### src/rtl/mtx_pkg.sv
package mtx_pkg;
  typedef enum logic {HALF_A = 1'b0, HALF_B = 1'b1} half_t;
endpackage

### src/rtl/mtx_bit_timer.sv
module mtx_bit_timer
  import mtx_pkg::*;
#(
  parameter int FRAME_LEN = 48,
  parameter int CNT_W     = $clog2(FRAME_LEN)
) (
  input  logic             clk,
  input  logic             rst_n,
  input  logic             half_en,
  output half_t            phase,
  output logic [CNT_W-1:0] bit_idx,
  output logic             frame_end
);
  localparam logic [CNT_W-1:0] LAST = CNT_W'(FRAME_LEN - 1);

  assign frame_end = half_en && (phase == HALF_B) && (bit_idx == LAST);

  always_ff @(posedge clk) begin
    if (!rst_n) begin
      phase   <= HALF_A;
      bit_idx <= '0;
    end else if (half_en) begin
      if (phase == HALF_A) begin
        phase <= HALF_B;
      end else begin
        phase   <= HALF_A;
        bit_idx <= (bit_idx == LAST) ? '0 : bit_idx + 1'b1;
      end
    end
  end
endmodule

### src/rtl/mtx_sample_slot.sv
module mtx_sample_slot #(
  parameter int DATA_W = 16
) (
  input  logic              clk,
  input  logic              rst_n,
  input  logic              in_valid,
  output logic              in_ready,
  input  logic [DATA_W-1:0] in_data,
  input  logic              frame_end,
  output logic [DATA_W-1:0] frame_q,
  output logic              running
);
  logic              held;
  logic [DATA_W-1:0] held_data;

  assign in_ready = !held;

  always_ff @(posedge clk) begin
    if (!rst_n) begin
      held      <= 1'b0;
      held_data <= '0;
      frame_q   <= '0;
      running   <= 1'b0;
    end else begin
      if (frame_end && held) begin
        frame_q <= held_data;
        running <= 1'b1;
        held    <= 1'b0;
      end else if (in_valid && in_ready) begin
        held_data <= in_data;
        held      <= 1'b1;
      end
    end
  end
endmodule

### src/rtl/mtx_line_enc.sv
module mtx_line_enc
  import mtx_pkg::*;
#(
  parameter int DATA_W   = 16,
  parameter int ZERO_RUN = 31,
  parameter int CNT_W    = 6
) (
  input  logic              clk,
  input  logic              rst_n,
  input  logic              half_en,
  input  half_t             phase,
  input  logic [CNT_W-1:0]  bit_idx,
  input  logic [DATA_W-1:0] frame_q,
  input  logic              running,
  output logic              line_q
);
  localparam logic [CNT_W-1:0] START_POS = CNT_W'(ZERO_RUN);

  logic cur_bit;

  always_comb begin
    cur_bit = 1'b0;
    if (bit_idx == START_POS) cur_bit = running;
    for (int i = 0; i < DATA_W; i++) begin
      if (bit_idx == CNT_W'(ZERO_RUN + 1 + i)) cur_bit = running & frame_q[DATA_W-1-i];
    end
  end

  always_ff @(posedge clk) begin
    if (!rst_n)       line_q <= 1'b0;
    else if (half_en) line_q <= cur_bit ^ (phase == HALF_A);
  end
endmodule

### src/rtl/manchester_frame_tx.sv
module manchester_frame_tx
  import mtx_pkg::*;
#(
  parameter int DATA_W   = 16,
  parameter int ZERO_RUN = 31
) (
  input  logic              clk,
  input  logic              rst_n,
  input  logic              half_en,
  input  logic              smp_valid,
  output logic              smp_ready,
  input  logic [DATA_W-1:0] smp_data,
  output logic              line_out
);
  localparam int FRAME_LEN = ZERO_RUN + 1 + DATA_W;
  localparam int CNT_W     = $clog2(FRAME_LEN);

  half_t             phase;
  logic [CNT_W-1:0]  bit_idx;
  logic              frame_end;
  logic [DATA_W-1:0] frame_q;
  logic              running;

  mtx_bit_timer #(.FRAME_LEN(FRAME_LEN), .CNT_W(CNT_W)) u_timer (
    .clk(clk), .rst_n(rst_n), .half_en(half_en),
    .phase(phase), .bit_idx(bit_idx), .frame_end(frame_end)
  );

  mtx_sample_slot #(.DATA_W(DATA_W)) u_slot (
    .clk(clk), .rst_n(rst_n), .in_valid(smp_valid), .in_ready(smp_ready),
    .in_data(smp_data), .frame_end(frame_end), .frame_q(frame_q), .running(running)
  );

  mtx_line_enc #(.DATA_W(DATA_W), .ZERO_RUN(ZERO_RUN), .CNT_W(CNT_W)) u_enc (
    .clk(clk), .rst_n(rst_n), .half_en(half_en), .phase(phase), .bit_idx(bit_idx),
    .frame_q(frame_q), .running(running), .line_q(line_out)
  );
endmodule

### config.mk
export PLATFORM = sky130hd
export DESIGN_NAME = manchester_frame_tx
export DESIGN_NICKNAME = d
export VERILOG_FILES = /design/src/rtl/mtx_pkg.sv /design/src/rtl/mtx_bit_timer.sv /design/src/rtl/mtx_sample_slot.sv /design/src/rtl/mtx_line_enc.sv /design/src/rtl/manchester_frame_tx.sv
export SDC_FILE = /design/constraint.sdc
export NUM_CORES = 1
export LEC_CHECK = 0
export CAP_MARGIN = 0
export CORE_MARGIN = 8
export CORE_UTILIZATION = 50
export CTS_CLUSTER_SIZE = 40
export DETAILED_ROUTE_END_ITERATION = 6
export GPL_TIMING_DRIVEN = 0
export PLACE_DENSITY = 0.75
export SYNTH_ARGS = -nofsm -noshare
export SYNTH_HDL_FRONTEND = slang
export SYNTH_SLANG_ARGS = --single-unit
### constraint.sdc
create_clock -name clk -period 2.12 [get_ports clk]
set_clock_uncertainty 0.1 [all_clocks]
set_input_delay 0.53 -clock clk [delete_from_list [all_inputs] [get_ports clk]]
set_output_delay 0.53 -clock clk [all_outputs]
set_load 0.02 [all_outputs]
==> Yosys cells after proc, flatten, opt, wreduce, memory -nomap -nowiden <==
Cells that the tools add are included.
Widths: inputs -> output; s select.
{ "totals": {"register_bits": 42, "input_bits": 20, "out_inout_bits": 2, "word_cells": 72} }
{ "op_classes": {"muxes": 19, "bitwise_logic": 20, "n_addsub": 1, "n_reduce_logical": 8, "eq_ne": 17} }
{ "op_table": {"columns": ["op", "count"], "rows": [
  ["$eq 6x6->1 const B", 16],
  ["$mux 1", 18],
  ["$and 1x1->1", 16],
  ["$add 6x1->6 const B", 1],
  ["$eq 6x5->1 const B", 1],
  ["$mux 6", 1],
  ["$logic_and 1x1->1", 4],
  ["$reduce_and 2->1", 2],
  ["$not 1->1", 3],
  ["$reduce_or 2->1", 1],
  ["$logic_not 1->1", 1],
  ["$xor 1x1->1", 1]
]} }

==> Longest topological paths before layout <==
{ "depth": {"word_depth": 19, "mapped_depth": 9, "mapped_depth_nobuf": 8} }

==> Hierarchy <==
A second synthesis with hierarchy kept.
{ "hier_totals": {"cells_unflattened": 229, "area_unflattened_um2": 2078.2} }
{ "modules_own_cells": {"columns": ["module", "cells_each", "area_each_um2", "n_inst"], "rows": [
  ["mtx_sample_slot", 130, 1307.5, 1],
  ["mtx_line_enc", 61, 442.9, 1],
  ["mtx_bit_timer", 38, 327.8, 1]
]} }

==> Worst setup path after synthesis <==
OpenSTA, ideal clock, no wires.
{ "synth_path": {"path_kind": "reg2reg", "startpoint": "reg u_timer.bit_idx[0]", "endpoint": "reg u_enc.line_q", "t_required_ps": 1917, "synth_period_minus_slack_ps": 2130, "setup_slack_ps": -10, "arrival_time_ps": 1927, "setup_time_ps": 103, "stages_incl_launch_ff": 9, "n_path_buf": 0, "path_cell_list": "dfxtp_1 inv_1 ha_1 nor3b_1 a2111oi_1 o21ai_1 o311a_1 o211a_1 a2111oi_2"} }
{ "synth_between": {"elab_chain_len": 19, "word_cells_on_any_way": 35} }
{ "synth_rtl": {"columns": ["element", "line", "source"], "rows": [
  ["from (decl)", "mtx_bit_timer.sv:11", "output logic [CNT_W-1:0] bit_idx,"],
  ["from (signal assigned)", "mtx_bit_timer.sv:27", "bit_idx <= (bit_idx == LAST) ? '0 : bit_idx + 1'b1;"],
  ["$eq 6x5->1", "mtx_line_enc.sv:23", "if (bit_idx == START_POS) cur_bit = running;"],
  ["$mux 1", "mtx_line_enc.sv:23", null],
  ["$mux 1 (15 in a row)", "mtx_line_enc.sv:25", "if (bit_idx == CNT_W'(ZERO_RUN + 1 + i)) cur_bit = running & frame_q[DATA_W-1-i];"],
  ["$mux 1 (*)", "mtx_line_enc.sv:25", null],
  ["$xor 1x1->1 (*)", "mtx_line_enc.sv:31", "else if (half_en) line_q <= cur_bit ^ (phase == HALF_A);"],
  ["to (signal assigned)", "mtx_line_enc.sv:31", null],
  ["to (decl)", "mtx_line_enc.sv:15", "output logic line_q"]
]} }
Every way passes the cells marked *; elsewhere a longest branch is shown, timed or not.
A chain may end at the register's enable or synchronous reset.

==> Worst setup path in the final report <==
{ "layout_path": {"startpoint": "reg u_timer.bit_idx[1]", "endpoint": "reg u_enc.line_q"} }
The elaborated chain is that of the path after synthesis.

==> flow_summary_export.csv <==
group,metric,value,unit
finish,diodes,0,
pwr,clockPowerShare,0.335,
drt,drc,0,
grt,grt_usage,0.165,
critical_path,ff2ff_setup_slack,-70,ps
critical_path,critPathLaunch,"u_timer.bit_idx[1]$_SDFFE_PN0P_",
grt,grt_pass1_wl,8.25,mm
timing,relSlewSlack,0.643,
finish,area_growth,27.1,%
finish,drive_gt1_frac,0.149,
timing,worst_slew_pin_slew,536,ps
critical_path,cpMaxStageDelayCell,"dfxtp_4",
clocking,cts_buffer_depth,2,
grt,grt-ovfl-total,0,
critical_path,cp-endpoint,"u_enc.line_q$_SDFFE_PN0P_",
drt,vias,1822,
synth,syn_area_per_cell,7.70,sq um
pwr,p_sw,0.383,mW
pwr,share_seq_of_total_power,0.544,
synth,ys_seq_area_frac,0.430,
finish,nFillCells,334,
pwr,switching_share,0.252,
timing,fin_crit_sh,1.03,
timing,hold_violations,0,
worst_hold_path,hold_path_class,"register to register",
placement,port_buffers,20,
critical_path,r2r_end,"u_enc.line_q$_SDFFE_PN0P_",
synth,syn_area,1960,sq um
critical_path,cp.arrival,2270,ps
pwr,total_power,1.52,mW
synth,synth_nets,278,
grt,grt_max_degree,14,
synth,synth_cells,254,
timing,fin_tns_setup,-65.5,ps
grt,antenna_found_initial,0,
drt,drt_wl_total,4.81,mm
critical_path,critPathKind,"register to register",
drt,drtIter0Drc,154,
pwr,combPwrFrac,0.121,
die,fp.dieW,78.5,um
drt,ant_nets,0,
critical_path,max_stage_delay,400,ps
finish,fin_nets,311,
pwr,ir_drop,444,uV
die,dieArea,6170,sq um
synth,yosysWarnings,0,
drt,wire_per_inst,14.3,um
critical_path,crit_fanout,6,
clocking,cts_made_buffers,5,
clocking,clock_sinks,42,
drt,drtPass1Iterations,4,
pwr,p_leak,0.886,nW
die,start_util,0.526,
die,io_pins,22,
clocking,cts_tree,"done",
die,core,3720,sq um
outcome,outcome,"finished, violations left",
placement,dp_hpwl,3.20,mm
synth,ys_ff_latch,42,
clocking,worstSkewPairLatency,290,ps
synth,synthDistinctLibCells,39,
critical_path,r2r_start,"u_timer.bit_idx[1]$_SDFFE_PN0P_",
pwr,p_per_area,611,nW/um^2
outcome,violations,"setup timing",
die,rows,22,
run,drv_cap,0,
critical_path,crit_path_end_kind,"register",
grt,grt_pass1_vias,1804,
clocking,htreeDepth,2,
timing,rsz0062_at_grt,"yes",
timing,setup_viol,1,
critical_path,start_kind,"register",
die,die_h,78.5,um
placement,finalWeightedCongestion,0.924,
timing,final_max_slew_viol_count,0,
clocking,ctsHoldBuffers,0,
timing,max_freq,458,MHz
synth,yosysTopAreaCell,"dfxtp_1",
synth,synth_area_leaders,"dfxtp_1 43%, nand2_1 15%, a21oi_1 7.4%, a21boi_0 3.5%, ha_1 2.6%",
critical_path,cp.required,2210,ps
timing,min_period,2190,ps
timing,fin_ws,-65.5,ps
pwr,power.internal,1.14,mW
critical_path,worstPathCellList,"inv_4 -> ha_4 -> buf_6 -> nor2b_4 -> o41ai_2 -> o311ai_2 -> nand3b_1 -> a31oi_4 -> a2111oi_4",
clocking,cts-root-buf,"clkbuf_8",
clocking,cts.clk_slew.worst_paths,80,ps
drt,via_per_inst,5.42,
synth,yosysTopAreaCellShare,0.430,
critical_path,reg2reg_depth,9,
-- metrics by stage --
step	worst slack, ps	hold WS (ps)	area, sq um	std cells	util
2_1_floorplan	30.3	332	1960	254	-
3_3_place_gp	-227	337	2220	322	0.597
4_1_cts	-18.0	356	2480	337	0.667
5_1_grt	-133	372	2490	336	0.669
6_report	-65.5	352	2490	336	0.669
3_5_place_dp	-265	344	2220	322	0.597
-- repair_timing --
| action | in CTS | in global routing |
|---|---|---|
| buffers inserted | 7 | 0 |
| pin swaps | 9 | 7 |
| endpoints found under the setup margin | 11 | 17 |
| resized for setup | 28 | 11 |
-- cell usage in the layout, fill, tap and decap left out, types with 2 or more instances in the layout --
cell,synthesis,routed
inv_4,0,2
buf_2,7,4
inv_1,7,5
nor3b_1,4,2
nand2_1,78,78
a21boi_0,9,9
clkbuf_2,0,2
clkbuf_1,8,7
and3_1,2,2
o211a_1,2,2
nor3b_2,0,2
buf_4,0,8
dfxtp_1,42,40
nor2b_1,7,6
nor2_1,13,12
nand3_1,4,4
clkdlybuf4s50_1,0,20
a221oi_1,3,2
nand2b_1,2,2
clkbuf_8,0,5
a21oi_1,29,29
o21ai_0,9,7
dfxtp_4,0,2
ha_4,0,3
o21ai_1,1,3
buf_6,1,2
-- flip-flops by register name, summed over array words and instances (netlist names) --
name,cells
u_timer.bit_idx,6
u_slot.held_data,16
u_slot.running,1
u_timer.phase,1
u_slot.held,1
u_enc.line_q,1
u_slot.frame_q,16
-- cell usage after synthesis --
cell	number
nand2_1	78
dfxtp_1	42
a21oi_1	29
nor2_1	13
a21boi_0	9
o21ai_0	9
clkbuf_1	8
buf_2	7
inv_1	7
nor2b_1	7
ha_1	4
nand3_1	4
nor3b_1	4
a221oi_1	3
a31oi_1	2
and3_1	2
nand2b_1	2
nor3_1	2
o211a_1	2
a2111oi_1	1
a2111oi_2	1
a311oi_1	1
a41o_1	1
and2_1	1
and2b_1	1
and4b_1	1
buf_6	1
mux2i_1	1
nand3b_1	1
nand4b_1	1
o21ai_1	1
o22ai_1	1
o311a_1	1
o311ai_1	1
o32a_1	1
o41ai_2	1
or4_1	1
xnor2_1	1
xor2_1	1
-- area by class of cell --
cell class	count	area [sq um]	area share
clock buffer	6	72.6	0.0292
sequential	42	848	0.341
timing repair buffer	27	253	0.102
buffer	15	82.6	0.0332
inverter	7	31.3	0.0126
tap	48	60.1	0.0242
clock inverter	2	13.8	0.00554
multi-input combinational	189	1120	0.452
-- how the worst min path moves through the flow --
stage | startpoint | end | depth (start not counted)
after floorplan | u_slot.held_data[11]$_SDFFE_PN0P_ | u_slot.frame_q[11]$_SDFFE_PN0P_ | 2
after global placement | u_slot.held_data[13]$_SDFFE_PN0P_ | u_slot.frame_q[13]$_SDFFE_PN0P_ | 2
after detailed placement | u_slot.held_data[9]$_SDFFE_PN0P_ | u_slot.frame_q[9]$_SDFFE_PN0P_ | 2
after CTS | u_slot.held_data[9]$_SDFFE_PN0P_ | u_slot.frame_q[9]$_SDFFE_PN0P_ | 2
after global routing | u_slot.held_data[13]$_SDFFE_PN0P_ | u_slot.frame_q[13]$_SDFFE_PN0P_ | 2
final | u_slot.held_data[5]$_SDFFE_PN0P_ | u_slot.frame_q[5]$_SDFFE_PN0P_ | 2
-- power by group through the flow --
stage	clock network, mW	registers (mW)	logic (mW)
4_1_cts	0.515	0.826	0.178
3_3_place_gp	0	0.845	0.149
2_1_floorplan	0	0.844	0.0879
3_5_place_dp	0	0.846	0.152
5_1_grt	0.542	0.828	0.203
6_report	0.509	0.826	0.184
-- worst max-delay path, delay by kind of cell (launching register included) --
kind	cells	cell delay [ps]
buffers and inverters	2	190
adder cells (fa/ha/maj)	1	160
AO/OA/AOI/OAI	4	940
AND/OR/NAND/NOR	2	290
flip-flops	1	400
-- cell families after synthesis --
logic type                 share of synthesized area
and+or+nand+nor                                0.265
muxes                                        0.00512
DFF                                            0.430
buffers and inverters                         0.0525
xor gates and xnor gates                     0.00896
AOI/OAI and AO/OA                              0.213
adders and majority gates                     0.0256
-- metal layers --
layer  GRT usage  up-vias  part of all wire
met4      0.0833        0             0.032
met5           0        -                 0
met1       0.202      825              0.46
met3      0.0387       16             0.049
met2       0.263       56              0.46
li1            -      925                 -
(Power assumes the default switching activity.)
